## config.mk

```make
export PLATFORM = sky130hd
export DESIGN_NAME = split_snapshot_reader
export DESIGN_NICKNAME = d
export VERILOG_FILES = /design/src/rtl/snap_pkg.sv /design/src/rtl/snap_seq_fsm.sv /design/src/rtl/snap_capture.sv /design/src/rtl/snap_retry_ctr.sv /design/src/rtl/split_snapshot_reader.sv
export SDC_FILE = /design/constraint.sdc
export NUM_CORES = 1
export LEC_CHECK = 0
export BUFFER_PORTS_ARGS = -buffer_cell sky130_fd_sc_hd__buf_4
export CAP_MARGIN = 10
export CORE_ASPECT_RATIO = 0.8
export CORE_UTILIZATION = 59
export CTS_CLUSTER_SIZE = 40
export DETAILED_ROUTE_END_ITERATION = 8
export PLACE_DENSITY = 0.92
export SETUP_SLACK_MARGIN = 0.4
export SYNTH_ARGS = -nofsm -noshare
export SYNTH_HDL_FRONTEND = slang
export SYNTH_HIERARCHICAL = 1
export SYNTH_SLANG_ARGS = --single-unit
```

## constraint.sdc

```tcl
create_clock -name clk -period 5.75 [get_ports clk]
set_input_delay 0.575 -clock clk [delete_from_list [all_inputs] [get_ports clk]]
set_output_delay 0.575 -clock clk [all_outputs]
set_load 0.02 [all_outputs]
```

## src/rtl/snap_pkg.sv

```systemverilog
package snap_pkg;

    typedef enum logic [2:0] {
        ST_IDLE,
        ST_REQ_UP1,
        ST_WAIT_UP1,
        ST_REQ_LOW,
        ST_WAIT_LOW,
        ST_REQ_UP2,
        ST_WAIT_UP2
    } seq_state_t;

    typedef struct packed {
        logic req;
        logic upper;
    } rd_cmd_t;

    typedef struct packed {
        logic clr;
        logic cap_up;
        logic cap_low;
        logic accept;
        logic retry;
    } seq_ctl_t;

    function automatic rd_cmd_t cmd_for(seq_state_t s);
        rd_cmd_t c;
        c = '0;
        case (s)
            ST_REQ_UP1: begin c.req = 1'b1; c.upper = 1'b1; end
            ST_REQ_LOW: begin c.req = 1'b1; c.upper = 1'b0; end
            ST_REQ_UP2: begin c.req = 1'b1; c.upper = 1'b1; end
            default:    c = '0;
        endcase
        return c;
    endfunction

    function automatic logic sat_inc_ok(logic [31:0] cur, logic [31:0] top);
        return cur != top;
    endfunction

endpackage

```

## src/rtl/snap_seq_fsm.sv

```systemverilog
module snap_seq_fsm
    import snap_pkg::*;
(
    input  logic              clk,
    input  logic              rst,
    input  logic              start_i,
    input  logic              rd_valid_i,
    input  logic              match_i,
    output snap_pkg::rd_cmd_t cmd_o,
    output snap_pkg::seq_ctl_t ctl_o,
    output logic              busy_o,
    output logic              done_o
);

    seq_state_t state_q, state_d;
    logic       done_q;

    always_comb begin
        ctl_o         = '0;
        ctl_o.clr     = (state_q == ST_IDLE) && start_i;
        ctl_o.cap_up  = (state_q == ST_WAIT_UP1) && rd_valid_i;
        ctl_o.cap_low = (state_q == ST_WAIT_LOW) && rd_valid_i;
        ctl_o.accept  = (state_q == ST_WAIT_UP2) && rd_valid_i && match_i;
        ctl_o.retry   = (state_q == ST_WAIT_UP2) && rd_valid_i && !match_i;
    end

    always_comb begin
        state_d = state_q;
        case (state_q)
            ST_IDLE:     if (start_i) state_d = ST_REQ_UP1;
            ST_REQ_UP1:  state_d = ST_WAIT_UP1;
            ST_WAIT_UP1: if (rd_valid_i) state_d = ST_REQ_LOW;
            ST_REQ_LOW:  state_d = ST_WAIT_LOW;
            ST_WAIT_LOW: if (rd_valid_i) state_d = ST_REQ_UP2;
            ST_REQ_UP2:  state_d = ST_WAIT_UP2;
            ST_WAIT_UP2: if (rd_valid_i) state_d = match_i ? ST_IDLE : ST_REQ_UP1;
            default:     state_d = ST_IDLE;
        endcase
    end

    always_ff @(posedge clk) begin
        if (rst) begin
            state_q <= ST_IDLE;
            done_q  <= 1'b0;
        end else begin
            state_q <= state_d;
            done_q  <= ctl_o.accept;
        end
    end

    assign cmd_o  = cmd_for(state_q);
    assign busy_o = (state_q != ST_IDLE);
    assign done_o = done_q;


    first_req_upper_chk: assert property (@(posedge clk) disable iff (rst)
        (state_q == ST_IDLE && start_i) |=> (cmd_o.req && cmd_o.upper));


    req_one_cycle_chk: assert property (@(posedge clk) disable iff (rst)
        cmd_o.req |=> !cmd_o.req);


    wait_holds_chk: assert property (@(posedge clk) disable iff (rst)
        (state_q == ST_WAIT_LOW && !rd_valid_i) |=> (state_q == ST_WAIT_LOW && !cmd_o.req));


    retry_restarts_chk: assert property (@(posedge clk) disable iff (rst)
        ctl_o.retry |=> (cmd_o.req && cmd_o.upper && !done_q));


    start_busy_ignored_chk: assert property (@(posedge clk) disable iff (rst)
        (busy_o && start_i && !rd_valid_i) |=> busy_o);

endmodule

```

## src/rtl/snap_capture.sv

```systemverilog
module snap_capture #(
    parameter int DATA_W = 32
) (
    input  logic                  clk,
    input  logic                  rst,
    input  logic [DATA_W-1:0]     rd_data_i,
    input  logic                  cap_up_i,
    input  logic                  cap_low_i,
    input  logic                  accept_i,
    output logic                  match_o,
    output logic [2*DATA_W-1:0]   snap_o
);

    localparam int SNAP_W = 2 * DATA_W;

    logic [DATA_W-1:0] up_q;
    logic [DATA_W-1:0] low_q;
    logic [SNAP_W-1:0] snap_q;

    always_ff @(posedge clk) begin
        if (rst) begin
            up_q   <= '0;
            low_q  <= '0;
            snap_q <= '0;
        end else begin
            if (cap_up_i)  up_q   <= rd_data_i;
            if (cap_low_i) low_q  <= rd_data_i;
            if (accept_i)  snap_q <= {rd_data_i, low_q};
        end
    end

    assign match_o = (rd_data_i == up_q);
    assign snap_o  = snap_q;


    snap_upper_agrees_chk: assert property (@(posedge clk) disable iff (rst)
        accept_i |=> (snap_q[SNAP_W-1:DATA_W] == up_q));


    snap_hold_chk: assert property (@(posedge clk) disable iff (rst)
        !accept_i |=> $stable(snap_q));

endmodule

```

## src/rtl/snap_retry_ctr.sv

```systemverilog
module snap_retry_ctr #(
    parameter int RETRY_W = 8
) (
    input  logic               clk,
    input  logic               rst,
    input  logic               clr_i,
    input  logic               inc_i,
    input  logic               pub_i,
    output logic [RETRY_W-1:0] count_o
);

    localparam logic [RETRY_W-1:0] CNT_MAX = '1;

    logic [RETRY_W-1:0] run_q;
    logic [RETRY_W-1:0] pub_q;

    always_ff @(posedge clk) begin
        if (rst) begin
            run_q <= '0;
            pub_q <= '0;
        end else begin
            if (clr_i)
                run_q <= '0;
            else if (inc_i && (run_q != CNT_MAX))
                run_q <= run_q + 1'b1;
            if (pub_i)
                pub_q <= run_q;
        end
    end

    assign count_o = pub_q;


    retry_saturate_chk: assert property (@(posedge clk) disable iff (rst)
        (run_q == CNT_MAX && !clr_i) |=> (run_q == CNT_MAX));


    retry_hold_chk: assert property (@(posedge clk) disable iff (rst)
        !pub_i |=> $stable(pub_q));

endmodule

```

## src/rtl/split_snapshot_reader.sv

```systemverilog
module split_snapshot_reader
    import snap_pkg::*;
#(
    parameter int DATA_W  = 32,
    parameter int RETRY_W = 8
) (
    input  logic                  clk,
    input  logic                  rst,
    input  logic                  start_i,
    output logic                  rd_req_o,
    output logic                  rd_hi_o,
    input  logic                  rd_valid_i,
    input  logic [DATA_W-1:0]     rd_data_i,
    output logic                  busy_o,
    output logic                  done_o,
    output logic [2*DATA_W-1:0]   snap_o,
    output logic [RETRY_W-1:0]    retries_o
);

    rd_cmd_t  cmd;
    seq_ctl_t ctl;
    logic     match;

    snap_seq_fsm u_fsm (
        .clk        (clk),
        .rst        (rst),
        .start_i    (start_i),
        .rd_valid_i (rd_valid_i),
        .match_i    (match),
        .cmd_o      (cmd),
        .ctl_o      (ctl),
        .busy_o     (busy_o),
        .done_o     (done_o)
    );

    snap_capture #(.DATA_W(DATA_W)) u_cap (
        .clk       (clk),
        .rst       (rst),
        .rd_data_i (rd_data_i),
        .cap_up_i  (ctl.cap_up),
        .cap_low_i (ctl.cap_low),
        .accept_i  (ctl.accept),
        .match_o   (match),
        .snap_o    (snap_o)
    );

    snap_retry_ctr #(.RETRY_W(RETRY_W)) u_retry (
        .clk     (clk),
        .rst     (rst),
        .clr_i   (ctl.clr),
        .inc_i   (ctl.retry),
        .pub_i   (ctl.accept),
        .count_o (retries_o)
    );

    assign rd_req_o = cmd.req;
    assign rd_hi_o  = cmd.upper;


    done_pulse_chk: assert property (@(posedge clk) disable iff (rst)
        done_o |=> !done_o);


    done_not_busy_chk: assert property (@(posedge clk) disable iff (rst)
        done_o |-> !busy_o);

endmodule

```

After elaboration in Yosys (flattened, before gate mapping)

Index checks and enable logic that the tools add are counted.

$add $sub $neg: 1
Multipliers: 0
Divide/modulo/power cells: 0
$lt $le $gt $ge: 0
Equality and inequality tests: 12
Shifts and indexed selects: 0
Muxes and demuxes: 7
Bitwise operators: 0
Reductions and logical operators: 13

Operators with widths:

| operator                                                               | count |
|---|---|
| 32-bit equality test                                                   | 1 |
| 3-bit case mux with 7 select lines                                     | 1 |
| 3-bit two-way mux                                                      | 4 |
| 3-bit equality test (second input constant)                            | 3 |
| 8-bit by 1-bit adder with 8-bit output (second input constant)         | 1 |
| 2-bit inequality test (second input constant)                          | 4 |
| 8-bit inequality test (second input constant)                          | 1 |
| 1-bit logical AND                                                      | 7 |
| 3-bit by 2-bit equality test with 1-bit output (second input constant) | 2 |
| 2-bit case mux with 2 select lines                                     | 1 |
| 4-bit AND reduction                                                    | 1 |
| 2-bit OR reduction                                                     | 2 |
| 3-bit by 1-bit equality test with 1-bit output (second input constant) | 1 |
| 3-bit zero test                                                        | 1 |
| 3-bit nonzero test                                                     | 1 |
| 1-bit zero test                                                        | 1 |
| 1-bit two-way mux                                                      | 1 |

Register bits: 148
Latch bits: 0
Memory bits (writable): 0
ROM bits: 0
Input bits: 36
Word-level logic and storage cells: 40
Memories kept: 0

Longest topological paths before layout

Depth after elaboration: 4
Gate-level depth with buffers: 9
Mapped depth without buffers: 8

Hierarchy

Netlist, hierarchy kept.

By module, submodules not included:

| module         | times used | cells each | area each (µm²) |
|---|---|---|---|
| snap_capture   | 1          | 456        | 4833.4 |
| snap_retry_ctr | 1          | 74         | 699.4 |
| snap_seq_fsm   | 1          | 30         | 254.0 |

Worst setup path before layout

Ideal clock, no wire load.

Path type: input-to-reg
Start: input port rd_data_i[16]
End: register u_cap.snap_q[10] (netlist: u_cap/snap_o[10])
Setup time: 0.128 ns
Arrival: 2.075 ns
Path slack: 3.548 ns
Stages: 9
Path buffers: 2
Cells stage by stage: xor2_1 -> nor4_1 -> nand4_1 -> nor2_1 -> and4_4 -> buf_4 -> buf_4 -> mux2i_1 -> nor2_1

RTL lines:

| what                 | line                        | text |
|---|---|---|
| from (decl)          | split_snapshot_reader.sv:13 | `input logic [DATA_W-1:0] rd_data_i,` |
| to (signal assigned) | snap_capture.sv:28          | `if (accept_i) snap_q <= {rd_data_i, low_q};` |
| to (decl)            | snap_capture.sv:18          | `logic [SNAP_W-1:0] snap_q;` |

==> metrics list <==
- Setup violations remaining at the end of the flow were counted as 0.
* Total die area: 10210 um^2
* Count of port buffers added during placement: between 100 and 150
- Of the cells placed in the final design, the portion with a size suffix greater than 1 is 22.73%.
- In this run the remaining antenna-violating nets after routing total 0.
* Post-detailed-route DRC marker count: 0
- Dividing the detail-routed wire length by the instance count gives 15.68 um.
- Using the TritonRoute via totals, the vias-per-cell ratio works out to 5.496.
* Power density normalized to cell area: 312.9 nW/um^2
- Across all register-to-register paths, the minimum setup slack is 2.65 ns.
- At the end of the flow, the number of nets in the layout was 697.
- Via count of the first global-routing pass: 4084
- Data arrives at the worst endpoint at 3.37 ns.
* Number of buffers inserted by post-CTS setup repair: 0
* Fraction of power spent switching nets: approximately 22%
- Across the VDD grid, the largest voltage drop is 0.3140 mV.
- Gr ovfl total: 0
* Netlist area before placement: just under 6000 um^2
* Post-CTS resize count: 0
- STA classifies the critical path startpoint as a register.
* Final number of max-transition violations: 0
* Clk network pwr share: 47.9%
* Count of non-filler cells in the finished layout: 788
* Initial antenna violation count: 0
- For the worst setup path, the data required time is between 6 and 7 ns.
- Part of the total power dissipated in sequential elements: 46.7%
- In this run the count of I/O pins placed on the die edge is 112.
- On the worst path, the slowest cell contributes a delay of between 0.8 and 0.9 ns.
- Largest net degree at the start of global routing: 92
- The analysis attributes to net switching a power of 500.1 uW.
* Worst-case clock skew: 0.006788 ns
- Once the floorplan was initialized, standard cells occupied 62.42% of the core.
- Setup repair after global routing missed its margin: no
- From bottom edge to top edge, the die measures 90.58 um.
* Die span in x: 112.7 um
* Yosys synthesis warning count: 6
- Placeable Area: 9270 um^2
- Synthesis-to-layout area growth: 24.09%
* # Max-Cap Violations: 0
- Most frequent standard cell in the layout excluding fill and tap cells: dfxtp_1
* Distinct cells, synth: 36
- Clock buffers created by TritonCTS: 17
- Clock tree synthesis selected as its root buffer the cell clkbuf_16.
- TritonCTS built the clock tree.
- The critical path goes through xor2_1, nor4_1, nand4_1, nor2_1, and4_4, buf_4, mux2i_1, nor2_1.
- When the netlist entered floorplanning its net count stood at 597.
- Number of antenna repair diodes: 0
* Type of element capturing the critical path: register
* Clock input transition at the sequential cells of the worst setup and hold paths: 0.06 ns
- After layout, the worst path uses a little over half of the clock period.
* Global-route usage over all layers: 24.61%
- Final WL: 12.36 mm
- Summing over every cut layer, the via total after detailed routing is ~4.3k.
- Synthesis handed over a netlist of 560 instances.
* Reported leakage power: 0.002805 uW
* Final Wtd Congestion: 0.7387
- Highest-count cells in the layout ignoring fill and taps: 148 x dfxtp_1, 141 x nor2_1, 141 x mux2i_1
* Combinational fraction of design power: 5.5%
- Derived from the worst setup path, the maximum achievable clock frequency is 0.3221 GHz.
- In this design, the critical path's most frequently occurring cell is nor2_1.
- The worst setup path is of the register to register kind.
- Dividing the synthesized area by the synthesized cell count gives 10.33 um^2.
* Number of buffers between clock root and the deepest sink: 2
* Crit-path slowest cell: and4_4
- The first global-routing pass estimated 19.79 mm of wire.
- Least-Margin Pin Slew: 1.066 ns
- Yosys reg bits: 148
* Number of H-tree levels: 4
- The HPWL after detailed placement is between 8 and 9 mm.
- Maximum fanout count along the critical path: 49
- Number of cells after detailed placement: 756
- The floorplan has 31 rows.
- The worst pin sits at a relative slew slack of 28.96%.
* Sink count of the clock tree: 148
- The first detailed-routing pass took 5 iterations.
- In the final timing run, aggregate negative setup slack is 0 ns.
- Post-layout min period: 3.104 ns
- For the worst-skew pair, the clock arrives at the later sink with an insertion delay of 0.41 ns.
* Post-layout power: 2247 uW
- Outcome: completed
- Internal cell power: around 1700 uW
* Share of synthesized area occupied by flip-flops and latches: between 50% and 60%
- The path class of the tightest hold or removal check is input pin to register.
- Number of DRC markers after the initial detailed-route iteration: 226
* Hold Vio Cnt, Final: 0
* Number of hold buffers added after cts: 0
kinds of logic after synthesis:
| family | Yosys count | share of synthesized area, % |
|---|---|---|
| and+or+nand+nor | 186 | 13.84 |
| DFF | 148 | 51.20 |
| muxes | 141 | 24.39 |
| buffers and inverters | 36 | 3.611 |
| xor gates and xnor gates | 32 | 4.843 |
| AOI/OAI and AO/OA | 16 | 1.903 |
| adders and majority gates | 1 | 0.2162 |
synth_stat cells (all sizes together):
master,n,area [um^2]
o21ba,1,10.01
and2b,1,7.510
or4,1,7.510
a211oi,2,15.01
dfxtp,148,2963
o211a,1,10.01
and4,2,21.27
clkbuf,8,30.03
o311a,1,10.01
o21ai,2,10.01
nor3b,1,7.510
inv,3,11.26
buf,25,167.7
nand3,3,15.01
a21oi,5,25.02
nor3,3,15.01
and3,3,20.02
xor2,32,280.3
nor4,9,56.30
a21boi,3,22.52
nor2b,2,15.02
nand2,10,37.54
nor2,141,529.3
nand4,5,31.28
ha,1,12.51
or3,5,37.54
mux2i,141,1411
o21bai,1,7.510
area by class of cell:
class / count / area (um^2)
inverters: 3 / 11.26
clock buffers: 19 / 452.9
fillers: 603 / 2090
clock inverters: 13 / 133.9
flip-flops and latches: 148 / 2963
repair buffers: 114 / 855.8
multi-input cells: 376 / 2620
well taps: 115 / 143.9
power by group through the flow:
stage | Sequential (uW) | Combinational (uW) | Clock (uW)
detailed placement | 1070 | 120 | 0
CTS | 1050 | 122 | 1090
floorplan | 1070 | 74.1 | 0
finish | 1050 | 123 | 1080
global placement | 1070 | 117 | 0
global route | 1050 | 131 | 1140
final timing paths:
check / start / endpoint / cells past startpoint
worst min register to register: u_cap/snap_o[53]$_SDFFE_PP0P_ / u_cap/snap_o[53]$_SDFFE_PP0P_ / 2
worst max-delay path: u_cap/up_q[13]$_SDFFE_PP0P_ / u_cap/snap_o[33]$_SDFFE_PP0P_ / 8
worst min-delay path: rd_data_i[22] / u_cap/snap_o[54]$_SDFFE_PP0P_ / 3
worst max register to register: u_cap/up_q[13]$_SDFFE_PP0P_ / u_cap/snap_o[33]$_SDFFE_PP0P_ / 8
flip-flops by register name (all words and copies together) (netlist names):
signal	cells
u_cap/low_q	32
u_cap/snap_o	64
u_cap/up_q	32
u_fsm/done_o	1
u_fsm/state_q	3
u_retry/count_o	8
u_retry/run_q	8
critical path: cells and delay by family (launching register included):
kind                      cells  cell delay (ns)
DFF                           1             0.33
and+or+nand+nor               5             1.65
xor gates and xnor gates      1             0.15
muxes                         1             0.27
buffers and inverters         1             0.53
stage by stage:
stage	instance area [um^2]	setup slack, ns	utilization [%]	hold slack, ns
floorplan	5787	3.548	-	0.4601
global placement	6594	2.326	71.13	0.4725
detailed placement	6594	2.243	71.13	0.4807
CTS	7181	2.685	77.46	0.4246
global route	7181	2.360	77.46	0.4410
finish	7181	2.646	77.46	0.4433
per-layer routing:
layer  share of wire [%]  global-route usage (%)  vias up
met5                   0                       0        -
met4                0.70                   8.889        0
met3                 5.2                   5.906        7
met2                  47                   38.79      127
met1                  47                   32.84     2095
li1                    -                       -     2102
Note: power is estimated with default switching activity, not from simulation.
